==> src/rtl/cnco_pkg.sv <==
// Package: shared types and helpers for the time-shared carrier NCO.
// Assumes sign-bit convention: 1 means -1, 0 means +1.
package cnco_pkg;

    typedef enum logic {
        MODE_ACQ = 1'b0,
        MODE_TRK = 1'b1
    } int_mode_e;

    typedef struct packed {
        logic i_bit;
        logic q_bit;
    } iq_bits_t;

    // Sign of cosine and sine over the four quadrants, returned as {i_neg, q_neg}.
    function automatic logic [1:0] quad_signs(input logic [1:0] quad);
        logic i_neg;
        logic q_neg;
        i_neg = quad[1] ^ quad[0];
        q_neg = quad[1];
        return {i_neg, q_neg};
    endfunction

endpackage

==> src/rtl/cnco_slot_seq.sv <==
// Module: slot sequencer. It accepts a sample strobe, holds the sample and
// walks a slot index through 0..NCH-1, one slot per clock.
// Assumes strobes are spaced at least NCH clocks apart. A strobe during a
// sweep is taken only in the final slot; otherwise it is dropped.
module cnco_slot_seq #(
    parameter int NCH   = 12,
    parameter int IDX_W = 4
) (
    input  logic             clk,
    input  logic             rst_n,
    input  logic             smp_valid,
    input  logic             smp_bit,
    output logic             slot_act,
    output logic [IDX_W-1:0] slot_idx,
    output logic             slot_smp
);

    logic last_slot;
    logic take;

    // Final slot of a running sweep, and acceptance of a new strobe.
    always_comb begin
        last_slot = slot_act && (slot_idx == IDX_W'(NCH - 1));
        take      = smp_valid && (!slot_act || last_slot);
    end

    // Slot state: start, advance or finish a sweep.
    always_ff @(posedge clk) begin
        if (!rst_n) begin
            slot_act <= 1'b0;
            slot_idx <= '0;
            slot_smp <= 1'b0;
        end else if (take) begin
            slot_act <= 1'b1;
            slot_idx <= '0;
            slot_smp <= smp_bit;
        end else if (last_slot) begin
            slot_act <= 1'b0;
            slot_idx <= '0;
        end else if (slot_act) begin
            slot_idx <= slot_idx + 1'b1;
        end
    end

endmodule

==> src/rtl/cnco_mix_acc.sv <==
// Module: the single shared datapath. From one channel's state and the
// current sample it forms the sign-only I/Q product, the advanced phase, the
// updated sums and count, and the dump decision. Purely combinational.
// Assumes cnt < len_sel on entry, or a mode change has just shortened len_sel.
module cnco_mix_acc #(
    parameter int PH_W  = 32,
    parameter int CNT_W = 14,
    parameter int ACC_W = 15
) (
    input  logic [PH_W-1:0]         phase,
    input  logic [PH_W-1:0]         freq,
    input  logic signed [ACC_W-1:0] acc_i,
    input  logic signed [ACC_W-1:0] acc_q,
    input  logic [CNT_W-1:0]        cnt,
    input  logic [CNT_W-1:0]        len_sel,
    input  logic                    smp,
    output logic [PH_W-1:0]         phase_nxt,
    output cnco_pkg::iq_bits_t      prod,
    output logic signed [ACC_W-1:0] acc_i_nxt,
    output logic signed [ACC_W-1:0] acc_q_nxt,
    output logic [CNT_W-1:0]        cnt_nxt,
    output logic                    dump,
    output logic signed [ACC_W-1:0] sum_i,
    output logic signed [ACC_W-1:0] sum_q
);

    localparam logic signed [ACC_W-1:0] PLUS_ONE  = ACC_W'(1);
    localparam logic signed [ACC_W-1:0] MINUS_ONE = {ACC_W{1'b1}};

    logic [1:0]          sg;
    logic [CNT_W-1:0]    cnt_inc;

    // Mixer, phase step, integration and period test for one channel.
    always_comb begin
        sg          = cnco_pkg::quad_signs(phase[PH_W-1 -: 2]);
        prod.i_bit  = smp ^ sg[1];
        prod.q_bit  = smp ^ sg[0];
        phase_nxt   = phase + freq;
        sum_i       = acc_i + (prod.i_bit ? MINUS_ONE : PLUS_ONE);
        sum_q       = acc_q + (prod.q_bit ? MINUS_ONE : PLUS_ONE);
        cnt_inc     = cnt + CNT_W'(1);
        dump        = (cnt_inc >= len_sel);
        cnt_nxt     = dump ? '0 : cnt_inc;
        acc_i_nxt   = dump ? '0 : sum_i;
        acc_q_nxt   = dump ? '0 : sum_q;
    end

endmodule

==> src/rtl/cnco_chan_bank.sv <==
// Module: per-channel state bank plus output registers. The bank holds
// phase, frequency, enable, count and sums for each channel in flops. The
// slot's channel is muxed into the shared datapath and its result written
// back. Configuration writes take priority over a slot update to the same
// channel. Indices at or above NCH match no channel and are ignored.
module cnco_chan_bank #(
    parameter int NCH     = 12,
    parameter int IDX_W   = 4,
    parameter int PH_W    = 32,
    parameter int CNT_W   = 14,
    parameter int ACC_W   = 15,
    parameter int ACQ_LEN = 1015,
    parameter int TRK_LEN = 16368
) (
    input  logic             clk,
    input  logic             rst_n,
    input  logic             slot_act,
    input  logic [IDX_W-1:0] slot_idx,
    input  logic             slot_smp,
    input  logic             trk_mode,
    input  logic             cfg_we,
    input  logic [IDX_W-1:0] cfg_ch,
    input  logic [PH_W-1:0]  cfg_freq,
    input  logic             cfg_en,
    input  logic             cfg_clr,
    output logic             prod_vld,
    output logic [IDX_W-1:0] prod_ch,
    output logic             prod_i,
    output logic             prod_q,
    output logic             dump_vld,
    output logic [IDX_W-1:0] dump_ch,
    output logic [ACC_W-1:0] dump_i,
    output logic [ACC_W-1:0] dump_q
);

    logic [NCH-1:0][PH_W-1:0]  ph_arr;
    logic [NCH-1:0][PH_W-1:0]  fr_arr;
    logic [NCH-1:0][CNT_W-1:0] cnt_arr;
    logic [NCH-1:0][ACC_W-1:0] ai_arr;
    logic [NCH-1:0][ACC_W-1:0] aq_arr;
    logic [NCH-1:0]            en_arr;

    cnco_pkg::int_mode_e       mode;
    logic [CNT_W-1:0]          len_sel;
    logic                      upd;

    logic [PH_W-1:0]           ph_nxt;
    cnco_pkg::iq_bits_t        prod;
    logic signed [ACC_W-1:0]   ai_nxt;
    logic signed [ACC_W-1:0]   aq_nxt;
    logic [CNT_W-1:0]          cnt_nxt;
    logic                      dump;
    logic signed [ACC_W-1:0]   sum_i;
    logic signed [ACC_W-1:0]   sum_q;

    // Period length from the mode, and whether this slot's channel runs.
    always_comb begin
        mode    = cnco_pkg::int_mode_e'(trk_mode);
        len_sel = (mode == cnco_pkg::MODE_TRK) ? CNT_W'(TRK_LEN) : CNT_W'(ACQ_LEN);
        upd     = slot_act && en_arr[slot_idx];
    end

    cnco_mix_acc #(
        .PH_W  (PH_W),
        .CNT_W (CNT_W),
        .ACC_W (ACC_W)
    ) u_mix_acc (
        .phase     (ph_arr[slot_idx]),
        .freq      (fr_arr[slot_idx]),
        .acc_i     ($signed(ai_arr[slot_idx])),
        .acc_q     ($signed(aq_arr[slot_idx])),
        .cnt       (cnt_arr[slot_idx]),
        .len_sel   (len_sel),
        .smp       (slot_smp),
        .phase_nxt (ph_nxt),
        .prod      (prod),
        .acc_i_nxt (ai_nxt),
        .acc_q_nxt (aq_nxt),
        .cnt_nxt   (cnt_nxt),
        .dump      (dump),
        .sum_i     (sum_i),
        .sum_q     (sum_q)
    );

    for (genvar g = 0; g < NCH; g++) begin : g_ch
        logic             cfg_hit;
        logic             slot_hit;
        logic [PH_W-1:0]  ph_r;
        logic [PH_W-1:0]  fr_r;
        logic [CNT_W-1:0] cnt_r;
        logic [ACC_W-1:0] ai_r;
        logic [ACC_W-1:0] aq_r;
        logic             en_r;

        // Address decode for this channel.
        always_comb begin
            cfg_hit  = cfg_we && (cfg_ch == IDX_W'(g));
            slot_hit = upd && (slot_idx == IDX_W'(g));
        end

        // Channel state: configuration first, then slot write-back.
        always_ff @(posedge clk) begin
            if (!rst_n) begin
                ph_r  <= '0;
                fr_r  <= '0;
                cnt_r <= '0;
                ai_r  <= '0;
                aq_r  <= '0;
                en_r  <= 1'b0;
            end else if (cfg_hit) begin
                fr_r <= cfg_freq;
                en_r <= cfg_en;
                if (cfg_clr) begin
                    ph_r  <= '0;
                    cnt_r <= '0;
                    ai_r  <= '0;
                    aq_r  <= '0;
                end
            end else if (slot_hit) begin
                ph_r  <= ph_nxt;
                cnt_r <= cnt_nxt;
                ai_r  <= ai_nxt;
                aq_r  <= aq_nxt;
            end
        end

        assign ph_arr[g]  = ph_r;
        assign fr_arr[g]  = fr_r;
        assign cnt_arr[g] = cnt_r;
        assign ai_arr[g]  = ai_r;
        assign aq_arr[g]  = aq_r;
        assign en_arr[g]  = en_r;
    end

    // Registered product and dump outputs for the slot just processed.
    always_ff @(posedge clk) begin
        if (!rst_n) begin
            prod_vld <= 1'b0;
            prod_ch  <= '0;
            prod_i   <= 1'b0;
            prod_q   <= 1'b0;
            dump_vld <= 1'b0;
            dump_ch  <= '0;
            dump_i   <= '0;
            dump_q   <= '0;
        end else begin
            prod_vld <= upd;
            dump_vld <= upd && dump;
            if (upd) begin
                prod_ch <= slot_idx;
                prod_i  <= prod.i_bit;
                prod_q  <= prod.q_bit;
            end
            if (upd && dump) begin
                dump_ch <= slot_idx;
                dump_i  <= sum_i;
                dump_q  <= sum_q;
            end
        end
    end

endmodule

==> src/rtl/carrier_nco_ts.sv <==
// Module: top of the time-shared carrier NCO. It joins the slot sequencer
// and the channel bank. Assumes the clock runs at least NCH times the sample
// strobe rate and that configuration writes avoid a running sweep when exact
// timing matters.
module carrier_nco_ts #(
    parameter int NCH     = 12,
    parameter int PH_W    = 32,
    parameter int ACQ_LEN = 1015,
    parameter int TRK_LEN = 16368,
    localparam int IDX_W   = (NCH > 1) ? $clog2(NCH) : 1,
    localparam int MAX_LEN = (TRK_LEN > ACQ_LEN) ? TRK_LEN : ACQ_LEN,
    localparam int CNT_W   = $clog2(MAX_LEN + 1),
    localparam int ACC_W   = CNT_W + 1
) (
    input  logic             clk,
    input  logic             rst_n,
    input  logic             smp_valid,
    input  logic             smp_bit,
    input  logic             trk_mode,
    input  logic             cfg_we,
    input  logic [IDX_W-1:0] cfg_ch,
    input  logic [PH_W-1:0]  cfg_freq,
    input  logic             cfg_en,
    input  logic             cfg_clr,
    output logic             prod_vld,
    output logic [IDX_W-1:0] prod_ch,
    output logic             prod_i,
    output logic             prod_q,
    output logic             dump_vld,
    output logic [IDX_W-1:0] dump_ch,
    output logic [ACC_W-1:0] dump_i,
    output logic [ACC_W-1:0] dump_q
);

    logic             slot_act;
    logic [IDX_W-1:0] slot_idx;
    logic             slot_smp;

    cnco_slot_seq #(
        .NCH   (NCH),
        .IDX_W (IDX_W)
    ) u_slot_seq (
        .clk       (clk),
        .rst_n     (rst_n),
        .smp_valid (smp_valid),
        .smp_bit   (smp_bit),
        .slot_act  (slot_act),
        .slot_idx  (slot_idx),
        .slot_smp  (slot_smp)
    );

    cnco_chan_bank #(
        .NCH     (NCH),
        .IDX_W   (IDX_W),
        .PH_W    (PH_W),
        .CNT_W   (CNT_W),
        .ACC_W   (ACC_W),
        .ACQ_LEN (ACQ_LEN),
        .TRK_LEN (TRK_LEN)
    ) u_chan_bank (
        .clk      (clk),
        .rst_n    (rst_n),
        .slot_act (slot_act),
        .slot_idx (slot_idx),
        .slot_smp (slot_smp),
        .trk_mode (trk_mode),
        .cfg_we   (cfg_we),
        .cfg_ch   (cfg_ch),
        .cfg_freq (cfg_freq),
        .cfg_en   (cfg_en),
        .cfg_clr  (cfg_clr),
        .prod_vld (prod_vld),
        .prod_ch  (prod_ch),
        .prod_i   (prod_i),
        .prod_q   (prod_q),
        .dump_vld (dump_vld),
        .dump_ch  (dump_ch),
        .dump_i   (dump_i),
        .dump_q   (dump_q)
    );

endmodule

==> config.mk <==
export PLATFORM = sky130hd
export DESIGN_NAME = carrier_nco_ts
export DESIGN_NICKNAME = d
export VERILOG_FILES = /design/src/rtl/cnco_pkg.sv /design/src/rtl/cnco_slot_seq.sv /design/src/rtl/cnco_mix_acc.sv /design/src/rtl/cnco_chan_bank.sv /design/src/rtl/carrier_nco_ts.sv
export SDC_FILE = /design/constraint.sdc
export NUM_CORES = 2
export LEC_CHECK = 0
export CORE_MARGIN = 10
export CORE_UTILIZATION = 58
export DETAILED_ROUTE_END_ITERATION = 12
export DONT_BUFFER_PORTS = 1
export PLACE_DENSITY = 0.86
export SYNTH_ARGS = -nofsm -noshare
export SYNTH_HDL_FRONTEND = slang
export SYNTH_SLANG_ARGS = --single-unit
==> constraint.sdc <==
create_clock -name clk -period 6.1 [get_ports clk]
set_input_delay 1.22 -clock clk [delete_from_list [all_inputs] [get_ports clk]]
set_output_delay 1.22 -clock clk [all_outputs]
set_load 0.05 [all_outputs]
==> impl_summary.log <==
INFO  metric result_of_the_run = finished clean
INFO  metric placement.cell_area = between 0.05 and 0.06 mm²
INFO  metric ys_seq_elements = around 1400
INFO  metric cpMaxStageDelayCell = sky130_fd_sc_hd__a311oi_1
INFO  metric path_cells = buf_12, mux4_2, mux2i_1, o21ai_0, fa_1, a21o_1, a21oi_1, o21ai_0, a311oi_1, nor4b_1, o31ai_1, a21oi_1, o41a_1, a21oi_1, xor2_2, o21ai_0
INFO  metric route.detailed.drc = 0
INFO  metric power.density_cell_area = about 290 mW/mm²
INFO  metric core-area = approximately 0.1 mm²
INFO  metric fmax = between 150 and 200 MHz
INFO  metric critPathRequiredTime = 6730 ps
INFO  metric synth.net_count = approximately 6300
INFO  metric dr.pass1.iters = 7
INFO  metric synthFlopType = sky130_fd_sc_hd__dfxtp_1
INFO  metric synth_most_common_cell = sky130_fd_sc_hd__dfxtp_1
INFO  metric tightest_pin_transition = about 1300 ps
INFO  metric cp_data_arrival_time = 6480 ps
INFO  metric ant_nets = 0
INFO  metric vias_in_the_first_global_route = between 40000 and 50000
INFO  metric finClkSkew = around 28 ps
INFO  metric syn_area_per_cell = roughly 9.4 µm²
INFO  metric drt_wl_total = roughly 180 mm
INFO  metric fp.dieArea = ~0.11 mm²
INFO  metric leakage = about 23 nW
INFO  metric yosysWarnings = 0
INFO  metric clkPwrFrac = roughly 47%
INFO  metric worstSetupPathType = register to register
INFO  metric clk_pin_slew_worst_paths = 70 ps
INFO  metric synth_enable_flop_cells = 0
INFO  metric clk_path_buf_depth = 3
INFO  metric die_w = 338 µm
INFO  metric synth_cell_types = 93
INFO  metric dr.first_iter.drc_count = 7887
INFO  metric netlist_top_cells_area = sky130_fd_sc_hd__dfxtp_1 (46%), sky130_fd_sc_hd__mux4_2 (12%), sky130_fd_sc_hd__a22oi_1 (8.3%)
INFO  metric gp_congestion = just over 0.9
INFO  metric grt_start_max_net_pins = between 200 and 250
INFO  metric netlist.area_leader.share = between 40% and 50%
INFO  metric via_count = 50414
INFO  metric net-switching-power = roughly 4.2 mW
INFO  metric fin_nets = about 6000
INFO  metric tns = 0 ps
INFO  metric finalHoldViolations = 0
INFO  metric setup.worst_path.end_class = register
INFO  metric dp_hpwl = approximately 100 mm
INFO  metric placement.io_buffers = 0
INFO  metric layout-area-overhead-vs-synth = 9.25%
INFO  metric hp-class = register to register
INFO  metric cp-start-kind = register
INFO  metric numClockSinks = between 1000 and 1500
INFO  metric globalRoute.totalOverflow = 0
INFO  metric chipHeight = approximately 340 µm
INFO  metric via_per_inst = just under 7
INFO  metric wl_per_cell = roughly 25 µm
INFO  metric timing.final.crit_share = 96.0%
INFO  metric postSynthCellCount = 6201
INFO  metric synth.yosys.seq_area_share = roughly 46%
INFO  metric fp-row-count = around 120
INFO  metric seq_power_share = between 40% and 50%
INFO  metric comb_power_share = 3.6%
INFO  metric synth_common_cells = sky130_fd_sc_hd__dfxtp_1 (1356), sky130_fd_sc_hd__nand2_1 (1132), sky130_fd_sc_hd__nor2_1 (742)
INFO  metric num_cts_buffers = 135
INFO  metric finalSetupViolations = 0
INFO  metric max-vdd-ir-drop = approximately 0.27 mV
INFO  metric netSwitchingFraction = between 20 and 25%
INFO  metric antenna_found_initial = 7
INFO  metric insertion_delay = 760 ps
INFO  metric critical_path.top_delay_family = compound AO/OA/AOI/OAI gates
INFO  metric relSlewSlack = around a tenth
INFO  metric track_usage = a little under a third
INFO  metric cts.htree.levels = 4
INFO  metric postCtsHoldBufs = 0
INFO  metric cts_tree = built
INFO  metric final-max-slew-violation-count = 0
INFO  metric start_util = ~58%
INFO  metric postCtsSetupBuffers = 0
INFO  metric max_cap_violations = 0
INFO  metric top_level_ports = 86
INFO  metric worst_path_largest_cell_delay = a little under 700 ps
INFO  metric shortest_clock_period_the_worst_path_allows_after_layout = 5860 ps
INFO  metric power_internal = 14.0 mW
INFO  metric ys_async_sr_fraction = 0%
INFO  metric final_area = approximately 0.064 mm²
INFO  metric post_synth_instance_area = slightly below 0.06 mm²
INFO  metric rsz_0062_raised_after_global_routing = no
INFO  metric netlist.top_cell.by_area = sky130_fd_sc_hd__dfxtp_1
INFO  metric holdWs = around 450 ps
INFO  metric post_route_cells_drive_above_1_share = between 10% and 20%
INFO  metric worst-path-max-fanout = 19
INFO  metric clock_tree.root_cell = sky130_fd_sc_hd__clkbuf_16
INFO  metric wire_length_of_the_first_global_routing_pass = around 280 mm
INFO  metric timing.critical_path.buf_inv = 1
path summary, 6_finish.rpt:
check | end | start | slack (ps) | cells past startpoint
worst max-delay path | u_chan_bank.g_ch[1].ph_r[30]$_SDFFE_PN0P_ | u_slot_seq.slot_idx[0]$_SDFFE_PP0P_ | 240 | 16
worst max register to register | u_chan_bank.g_ch[1].ph_r[30]$_SDFFE_PN0P_ | u_slot_seq.slot_idx[0]$_SDFFE_PP0P_ | 240 | 16
worst min-delay path | u_chan_bank.g_ch[10].ai_r[9]$_SDFFE_PN0P_ | u_chan_bank.g_ch[10].ai_r[9]$_SDFFE_PN0P_ | 450 | 2
worst min register to register | u_chan_bank.g_ch[10].ai_r[9]$_SDFFE_PN0P_ | u_chan_bank.g_ch[10].ai_r[9]$_SDFFE_PN0P_ | 450 | 2
sequential cells by signal, summed over array words and instances, names as in the netlist:
| name | cells |
|---|---|
| u_chan_bank.g_ch.cnt_r | 168 |
| u_chan_bank.g_ch.ph_r | 384 |
| u_chan_bank.g_ch.fr_r | 384 |
| u_chan_bank.g_ch.aq_r | 180 |
| u_slot_seq.slot_idx | 4 |
| u_chan_bank.g_ch.ai_r | 180 |
| u_chan_bank.prod_q | 1 |
| u_chan_bank.g_ch.en_r | 12 |
| u_chan_bank.prod_vld | 1 |
| u_chan_bank.dump_q | 15 |
| u_slot_seq.slot_act | 1 |
| u_chan_bank.dump_vld | 1 |
| u_slot_seq.slot_smp | 1 |
| u_chan_bank.dump_i | 15 |
| u_chan_bank.prod_i | 1 |
| u_chan_bank.dump_ch | 4 |
| u_chan_bank.prod_ch | 4 |
power groups by stage:
stage / clock network (mW) / registers (mW) / logic [mW]
finish: 8.64 / 8.91 / 0.665
detailed placement: 0 / 9.11 / 0.637
global placement: 0 / 9.11 / 0.628
floorplan: 0 / 9.10 / 0.513
CTS: 8.61 / 8.91 / 0.642
global route: 8.97 / 8.91 / 0.696
worst reg2reg max path: stages, from the launching register on:
cell	delay, ps
sky130_fd_sc_hd__dfxtp_4	580
sky130_fd_sc_hd__buf_12	280
sky130_fd_sc_hd__mux4_2	530
sky130_fd_sc_hd__mux2i_1	130
sky130_fd_sc_hd__o21ai_0	200
sky130_fd_sc_hd__fa_1	470
sky130_fd_sc_hd__a21o_1	200
sky130_fd_sc_hd__a21oi_1	270
sky130_fd_sc_hd__o21ai_0	220
sky130_fd_sc_hd__a311oi_1	680
sky130_fd_sc_hd__nor4b_1	170
sky130_fd_sc_hd__o31ai_1	560
sky130_fd_sc_hd__a21oi_1	220
sky130_fd_sc_hd__o41a_1	390
sky130_fd_sc_hd__a21oi_1	280
sky130_fd_sc_hd__xor2_2	400
sky130_fd_sc_hd__o21ai_0	170
timing repair:
item / CTS / global route
endpoints found under the setup margin: 0 / 259
resized for setup: 0 / 24
hold endpoints to repair: 0 / 0
layout by cell type, fill, tap and decap left out, types with 25 or more instances in the layout:
cell and count:
sky130_fd_sc_hd__xnor2_1 41, sky130_fd_sc_hd__dfxtp_1 1353, sky130_fd_sc_hd__ha_1 62, sky130_fd_sc_hd__nand2_1 1132
sky130_fd_sc_hd__o21ai_0 216, sky130_fd_sc_hd__mux4_2 318, sky130_fd_sc_hd__a21o_1 25, sky130_fd_sc_hd__and2_1 27
sky130_fd_sc_hd__clkbuf_8 31, sky130_fd_sc_hd__nor2_1 730, sky130_fd_sc_hd__mux2i_1 107, sky130_fd_sc_hd__a32o_1 58
sky130_fd_sc_hd__a21oi_1 472, sky130_fd_sc_hd__buf_4 142, sky130_fd_sc_hd__a22oi_1 645, sky130_fd_sc_hd__a22o_1 83
sky130_fd_sc_hd__clkbuf_16 138
final cells by class:
| cell class | instances | area (µm²) |
|---|---|---|
| clock inverters | 50 | 633 |
| clock buffers | 192 | 3970 |
| multi-input cells | 4205 | 29000 |
| well taps | 1298 | 1620 |
| fillers | 7335 | 36200 |
| repair buffers | 161 | 1440 |
| flip-flops and latches | 1356 | 27200 |
| diodes | 2 | 5.00 |
| inverters | 20 | 87.6 |
routing by layer:
| layer | track usage, % | share of wire [%] |
|---|---|---|
| met5 | 0 | 0.042 |
| met1 | 38.2 | 35 |
| met4 | 19.8 | 6.4 |
| met2 | 49.0 | 45 |
| met3 | 8.31 | 14 |
stage by stage:
stage                     power [mW]  worst slack (ps)  utilization [%]  cells
after floorplan                 9.61              29.0                -   6201
after global placement          9.74               263             59.1   7040
after detailed placement        9.75               210             59.1   7040
after CTS                       18.2              68.5             63.7   7282
after global routing            18.6              6.57             63.8   7283
final                           18.2               244             63.8   7284
cells by family after synthesis:
| family | after synthesis | share of synthesized area [%] |
|---|---|---|
| buffers and inverters | 640 | 4.56 |
| flip-flops | 1356 | 46.4 |
| multiplexers | 436 | 14.5 |
| AND/OR/NAND/NOR | 2019 | 13.6 |
| AO/OA/AOI/OAI | 1611 | 18.3 |
| adder cells (fa/ha/maj) | 64 | 1.39 |
| XOR/XNOR | 75 | 1.18 |
Note: power is estimated with default switching activity, not from simulation.
